[config.mk]
export PLATFORM = sky130hd
export DESIGN_NAME = tmr_channel
export DESIGN_NICKNAME = d
export VERILOG_FILES = /design/src/rtl/tmr_pkg.sv /design/src/rtl/tmr_edge_sync.sv /design/src/rtl/tmr_ctrl.sv /design/src/rtl/tmr_datapath.sv /design/src/rtl/tmr_channel.sv
export SDC_FILE = /design/constraint.sdc
export NUM_CORES = 1
export LEC_CHECK = 0
export CAP_MARGIN = 20
export CORE_MARGIN = 2
export CORE_UTILIZATION = 49
export CTS_BUF_LIST = sky130_fd_sc_hd__clkbuf_2
export CTS_CLUSTER_SIZE = 10
export DETAILED_ROUTE_END_ITERATION = 16
export GPL_TIMING_DRIVEN = 0
export PLACE_DENSITY_LB_ADDON = 0.1
export SETUP_SLACK_MARGIN = 0.02
export SYNTH_ARGS = -nofsm -noshare
export SYNTH_HDL_FRONTEND = slang
export SYNTH_HIERARCHICAL = 1
export SYNTH_SLANG_ARGS = --single-unit
[constraint.sdc]
create_clock -name clk -period 3.02 [get_ports clk]
set_clock_uncertainty 0.2 [all_clocks]
set_input_delay 0.755 -clock clk [delete_from_list [all_inputs] [get_ports clk]]
set_output_delay 0.755 -clock clk [all_outputs]
set_load 0.01 [all_outputs]
[src/rtl/tmr_pkg.sv]
package tmr_pkg;

  typedef struct packed {
    logic inc;
    logic clr;
    logic capA;
    logic capB;
  } tmrStrobe_t;

  // Edge choice shared by external clocks and capture pins:
  // 00 rising, 01 falling, 1x both.
  function automatic logic edgePick(input logic [1:0] sel,
                                    input logic rise,
                                    input logic fall);
    if (sel[1])      return rise | fall;
    else if (sel[0]) return fall;
    else             return rise;
  endfunction

endpackage

[src/rtl/tmr_edge_sync.sv]
module tmr_edge_sync #(
  parameter int STAGES = 2
) (
  input  logic clk,
  input  logic rstN,
  input  logic pin,
  output logic rise,
  output logic fall
);
  logic [STAGES-1:0] syncReg;
  logic              prevLvl;

  always_ff @(posedge clk) begin
    if (!rstN) begin
      syncReg <= '0;
      prevLvl <= 1'b0;
    end else begin
      syncReg <= {syncReg[STAGES-2:0], pin};
      prevLvl <= syncReg[STAGES-1];
    end
  end

  assign rise = syncReg[STAGES-1] & ~prevLvl;
  assign fall = ~syncReg[STAGES-1] & prevLvl;
endmodule

[src/rtl/tmr_ctrl.sv]
module tmr_ctrl
  import tmr_pkg::*;
#(
  parameter int NUM_EXT = 4,
  parameter int PRE_W   = 3
) (
  input  logic               clk,
  input  logic               rstN,
  input  logic [NUM_EXT-1:0] extRise,
  input  logic [NUM_EXT-1:0] extFall,
  input  logic               capRiseA,
  input  logic               capFallA,
  input  logic               capRiseB,
  input  logic               capFallB,
  input  logic [2:0]         srcSel,
  input  logic [1:0]         edgeSel,
  input  logic [1:0]         clrSel,
  input  logic               phaseMode,
  input  logic               syncEn,
  input  logic               syncClrIn,
  input  logic               capModeA,
  input  logic               capModeB,
  input  logic [1:0]         capEdgeSel,
  input  logic               eqA,
  input  logic               eqB,
  output tmrStrobe_t         strobe,
  output logic               matchA,
  output logic               matchB,
  output logic               clrOut
);
  logic [PRE_W-1:0]   preCnt;
  logic [PRE_W-1:0]   divMask;
  logic [NUM_EXT-1:0] extTickVec;
  logic               divTick, extTick, tick;
  logic               capEvA, capEvB, evA, evB, localClr, syncClr;

  always_ff @(posedge clk) begin
    if (!rstN) preCnt <= '0;
    else       preCnt <= preCnt + 1'b1;
  end

  always_comb begin
    divMask = PRE_W'((32'd1 << srcSel[1:0]) - 32'd1);
    divTick = ((preCnt & divMask) == divMask);
  end

  for (genvar i = 0; i < NUM_EXT; i++) begin : g_ext
    assign extTickVec[i] = ~phaseMode & edgePick(edgeSel, extRise[i], extFall[i]);
  end

  assign extTick = extTickVec[srcSel[1:0]];
  assign tick    = srcSel[2] ? extTick : divTick;

  assign capEvA = capModeA & edgePick(capEdgeSel, capRiseA, capFallA);
  assign capEvB = capModeB & edgePick(capEdgeSel, capRiseB, capFallB);

  assign matchA = ~capModeA & eqA;
  assign matchB = ~capModeB & eqB;

  assign evA = capModeA ? capEvA : (tick & matchA);
  assign evB = capModeB ? capEvB : (tick & matchB);

  assign localClr = ((clrSel == 2'b01) & evA) | ((clrSel == 2'b10) & evB);
  assign syncClr  = (clrSel == 2'b11) & syncEn & syncClrIn;

  assign clrOut      = localClr;
  assign strobe.inc  = tick;
  assign strobe.clr  = localClr | syncClr;
  assign strobe.capA = capEvA;
  assign strobe.capB = capEvB;
endmodule

[src/rtl/tmr_datapath.sv]
module tmr_datapath
  import tmr_pkg::*;
#(
  parameter int CNT_W = 16
) (
  input  logic             clk,
  input  logic             rstN,
  input  tmrStrobe_t       strobe,
  input  logic [CNT_W-1:0] cmpValA,
  input  logic [CNT_W-1:0] cmpValB,
  output logic [CNT_W-1:0] count,
  output logic [CNT_W-1:0] capValA,
  output logic [CNT_W-1:0] capValB,
  output logic             eqA,
  output logic             eqB
);
  always_ff @(posedge clk) begin
    if (!rstN) begin
      count   <= '0;
      capValA <= '0;
      capValB <= '0;
    end else begin
      if (strobe.clr)      count <= '0;
      else if (strobe.inc) count <= count + 1'b1;
      if (strobe.capA) capValA <= count;
      if (strobe.capB) capValB <= count;
    end
  end

  assign eqA = (count == cmpValA);
  assign eqB = (count == cmpValB);
endmodule

[src/rtl/tmr_channel.sv]
module tmr_channel
  import tmr_pkg::*;
#(
  parameter int CNT_W       = 16,
  parameter int NUM_EXT     = 4,
  parameter int PRE_W       = 3,
  parameter int SYNC_STAGES = 2
) (
  input  logic               clk,
  input  logic               rstN,
  input  logic [NUM_EXT-1:0] extClkPin,
  input  logic [2:0]         srcSel,
  input  logic [1:0]         edgeSel,
  input  logic [1:0]         clrSel,
  input  logic               phaseMode,
  input  logic               syncEn,
  input  logic               syncClrIn,
  input  logic               capModeA,
  input  logic               capModeB,
  input  logic [1:0]         capEdgeSel,
  input  logic               capPinA,
  input  logic               capPinB,
  input  logic [CNT_W-1:0]   cmpValA,
  input  logic [CNT_W-1:0]   cmpValB,
  output logic [CNT_W-1:0]   count,
  output logic               matchA,
  output logic               matchB,
  output logic [CNT_W-1:0]   capValA,
  output logic [CNT_W-1:0]   capValB,
  output logic               clrOut
);
  logic [NUM_EXT-1:0] extRise, extFall;
  logic               capRiseA, capFallA, capRiseB, capFallB;
  logic               eqA, eqB;
  tmrStrobe_t         strobe;

  for (genvar i = 0; i < NUM_EXT; i++) begin : g_extSync
    tmr_edge_sync #(.STAGES(SYNC_STAGES)) u_sync (
      .clk(clk), .rstN(rstN), .pin(extClkPin[i]),
      .rise(extRise[i]), .fall(extFall[i]));
  end

  tmr_edge_sync #(.STAGES(SYNC_STAGES)) u_capSyncA (
    .clk(clk), .rstN(rstN), .pin(capPinA), .rise(capRiseA), .fall(capFallA));
  tmr_edge_sync #(.STAGES(SYNC_STAGES)) u_capSyncB (
    .clk(clk), .rstN(rstN), .pin(capPinB), .rise(capRiseB), .fall(capFallB));

  tmr_ctrl #(.NUM_EXT(NUM_EXT), .PRE_W(PRE_W)) u_ctrl (
    .clk(clk), .rstN(rstN), .extRise(extRise), .extFall(extFall),
    .capRiseA(capRiseA), .capFallA(capFallA),
    .capRiseB(capRiseB), .capFallB(capFallB),
    .srcSel(srcSel), .edgeSel(edgeSel), .clrSel(clrSel),
    .phaseMode(phaseMode), .syncEn(syncEn), .syncClrIn(syncClrIn),
    .capModeA(capModeA), .capModeB(capModeB), .capEdgeSel(capEdgeSel),
    .eqA(eqA), .eqB(eqB), .strobe(strobe),
    .matchA(matchA), .matchB(matchB), .clrOut(clrOut));

  tmr_datapath #(.CNT_W(CNT_W)) u_dp (
    .clk(clk), .rstN(rstN), .strobe(strobe),
    .cmpValA(cmpValA), .cmpValB(cmpValB),
    .count(count), .capValA(capValA), .capValB(capValB),
    .eqA(eqA), .eqB(eqB));
endmodule

==> impl_metrics.tcl <==
set metrics [dict create \
    status "finished, violations left" \
    violations "negative setup slack" \
    path_buf_inv 2 \
    drtPass1Iterations 4 \
    pwr-share-seq_pct 48.4 \
    cts_sinks 69 \
    slew_violations 0 \
    areaGrowthSynthToFinish_pct 48.9 \
    path_max_fanout 2 \
    max_stage_delay_ns 0.34 \
    min-delay-start "g_extSync[0].u_sync/syncReg[0]" \
    hold_class "register to register" \
    hold_slack_ns 0.250 \
    arrival_ns 2.37 \
    critPathRequiredTime_ns 2.06 \
    final_cell_mix "clkdlybuf4s50_1, dfxtp_1, nor2b_1" \
    synth_top_area_cell "dfxtp_1" \
    worst_slew_pin_slew_ns 0.768 \
    ioPinCount 105 \
    antenna_found_initial 2 \
    fin_ws_ns -0.308 \
    fp.dieH_um 87.9 \
    regArea_um2 1410 \
    cts_buffer_depth 2 \
    cts_buffers 9 \
    clock_latency_ns 0.50 \
    num_vias 2886 \
    placed_area_um2 4600 \
    std_cell_rows 30 \
    ys.warnings.count 6 \
    crit_family "simple AND/OR/NAND/NOR gates" \
    slowest_stage "nor4_2" \
    root_buffer "clkbuf_2" \
    path_clk_slew_ns 0.18 \
    finalSetupViolCount 3 \
    grt_usage_pct 24.0 \
    grt_pass1_wl_mm 13.8 \
    async_flop_share_pct 0 \
    p_total_mw 1.92 \
    path_cells "dlygate4sd2_1, xnor2_1, nand4_1, nor4_2, nor2b_4, nand2_2, o21ai_2, o211ai_1, nand3_2, buf_6" \
    slew_headroom_pct 48.6 \
    drcViolationCount 0 \
    synth_top_cell_area_share_pct 40.1 \
    grt.overflow.total 0 \
    rr_startpoint "g_extSync[2].u_sync/syncReg[1]" \
    p_int_mw 1.49 \
    synth_top_cells_by_area "dfxtp_1, mux2i_1, xnor2_1" \
    hold_end "g_extSync[0].u_sync/syncReg[1]" \
    layoutNonFillerInstCount 578 \
    power_density_nw_per_um2 375 \
    synthCells 343 \
    synth_enable_flop_cells 0 \
    final_common_cell "clkdlybuf4s50_1" \
    via_per_inst 4.99 \
    wirelength_mm 9.30 \
    min_period_ns 3.33 \
    power_switching_share_pct 22.6 \
    max_freq_mhz 301 \
    design.final.nets 533 \
    synth-seq-cells 69 \
    final_hold_viol_count 0 \
    rsz0062_at_grt "yes" \
    comb_power_share_pct 11.4 \
    n_fill_cell 494 \
    yosysSeqAreaShare_pct 40.1 \
    r2r-end "u_dp/count[15]" \
    yosysUniqueCellTypes 39 \
    ys.flop_type "dfxtp_1" \
    syn_avg_cell_area_um2 10.0 \
    p_leak_nw 1.93 \
    netlist_area_um2 3450 \
    final_cell_area_um2 5130 \
    place.gp.congestion 0.826 \
    drtAntennaViolNets 0 \
    peakVddDrop_v 0.000228 \
    cts_tree "yes" \
    drt-initial-drc-count 117 \
    reg2reg_depth 12 \
    cts_hold_buf 0 \
    grt_pass1_vias 2733 \
    core_um2 6790 \
    place_inst 542 \
    multiInputGateArea_um2 1970 \
    hold_depth 1 \
    clockPowerShare_pct 40.2 \
    port_buffers 103 \
    crit_path_start_kind "input port" \
    routedWlPerCell_um 16.1 \
    die-area_um2 7720 \
    p_switching_uw 434 \
    syn_nets 399 \
    fin_crit_sh_pct 110 \
    start_util_pct 50.7 \
    die_x_um 87.9 \
    r2r_slack_ns 0.14 \
    grt_max_degree 28 \
    drive_gt1_share_pct 25.2 \
    maxCapViolations 0 \
    critPathCaptureType "output pin" \
    h-tree-depth 3 \
    dp_hpwl_mm 6.31 \
    crit_type "input port to output pin" \
]
layer usage:
metal | share of wire (%) | track usage, %
met5 | 0.14 | 0
met4 | 1.0 | 5.73
met3 | 7.7 | 9.80
met2 | 48 | 38.9
met1 | 43 | 29.8
metrics by stage:
step	worst slack (ns)	util [%]	TNS [ns]
finish	-0.308	75.5	-0.466
global route	-0.463	75.5	-0.878
CTS	-0.319	72.8	-0.516
detailed placement	-1.10	67.7	-12.75
global placement	-1.11	67.7	-12.61
floorplan	0.0752	-	0
state kept, by name, summed over array words and instances, names as in the netlist:
name / cells
u_dp/capValA: 16
u_dp/capValB: 16
u_dp/count: 16
u_capSyncB/syncReg: 2
g_extSync.u_sync/syncReg: 8
u_capSyncA/prevLvl: 1
u_capSyncB/prevLvl: 1
u_ctrl/preCnt: 3
u_capSyncA/syncReg: 2
g_extSync.u_sync/prevLvl: 4
logic make-up after synthesis:
logic type | synth area share [%]
AOI/OAI and AO/OA | 3.16
and+or+nand+nor | 23.7
buffers and inverters | 8.53
DFF | 40.1
xor gates and xnor gates | 11.9
adders and majority gates | 0.726
muxes | 11.8
worst max-delay path by stage:
stage	start	to	slack, ns	cells past startpoint
6_report	cmpValA[2]	clrOut	-0.31	10
5_1_grt	u_dp/count[6]	clrOut	-0.46	10
4_1_cts	u_dp/count[1]	clrOut	-0.32	10
3_5_place_dp	cmpValA[8]	clrOut	-1.10	9
3_3_place_gp	cmpValA[12]	clrOut	-1.11	9
2_1_floorplan	cmpValA[12]	clrOut	0.08	7
power groups by stage:
| stage | Combinational (mW) | Sequential [mW] | Clock (mW) |
|---|---|---|---|
| 4_1_cts | 0.209 | 0.934 | 0.783 |
| 2_1_floorplan | 0.103 | 0.953 | 0 |
| 3_5_place_dp | 0.205 | 0.953 | 0 |
| 3_3_place_gp | 0.201 | 0.953 | 0 |
| 5_1_grt | 0.234 | 0.934 | 0.823 |
| 6_report | 0.218 | 0.931 | 0.773 |
Yosys cell counts, types with 2 or more instances:
cell	number
a21oi_1	3
and2_1	20
buf_2	4
buf_4	6
buf_6	6
clkbuf_1	5
clkbuf_8	7
dfxtp_1	69
ha_1	2
inv_1	7
mux2i_1	37
nand2_1	9
nand2b_1	4
nand3_1	3
nand4_1	14
nand4_4	2
nor2_1	16
nor2b_1	47
nor3_1	4
nor4_1	8
o21ai_0	5
or3_1	2
or4b_4	2
xnor2_1	42
xor2_1	5
cell type report:
| cell class | instances | share of cell area (%) |
|---|---|---|
| Clock inverter | 6 | 2.66 |
| Antenna cell | 1 | 0.0488 |
| Clock buffer | 9 | 0.878 |
| Buffer | 23 | 4.15 |
| Inverter | 7 | 0.512 |
| Multi-Input combinational cell | 237 | 38.4 |
| Sequential cell | 69 | 27.5 |
| Tap cell | 96 | 2.34 |
| Timing Repair Buffer | 130 | 23.5 |
timing repair:
item | in CTS | in global routing
pin swaps | 37 | 14
setup buffers | 16 | 11
gates resized for setup | 79 | 34
setup endpoints to repair | 14 | 14
Note: power is estimated with default switching activity, not from simulation.
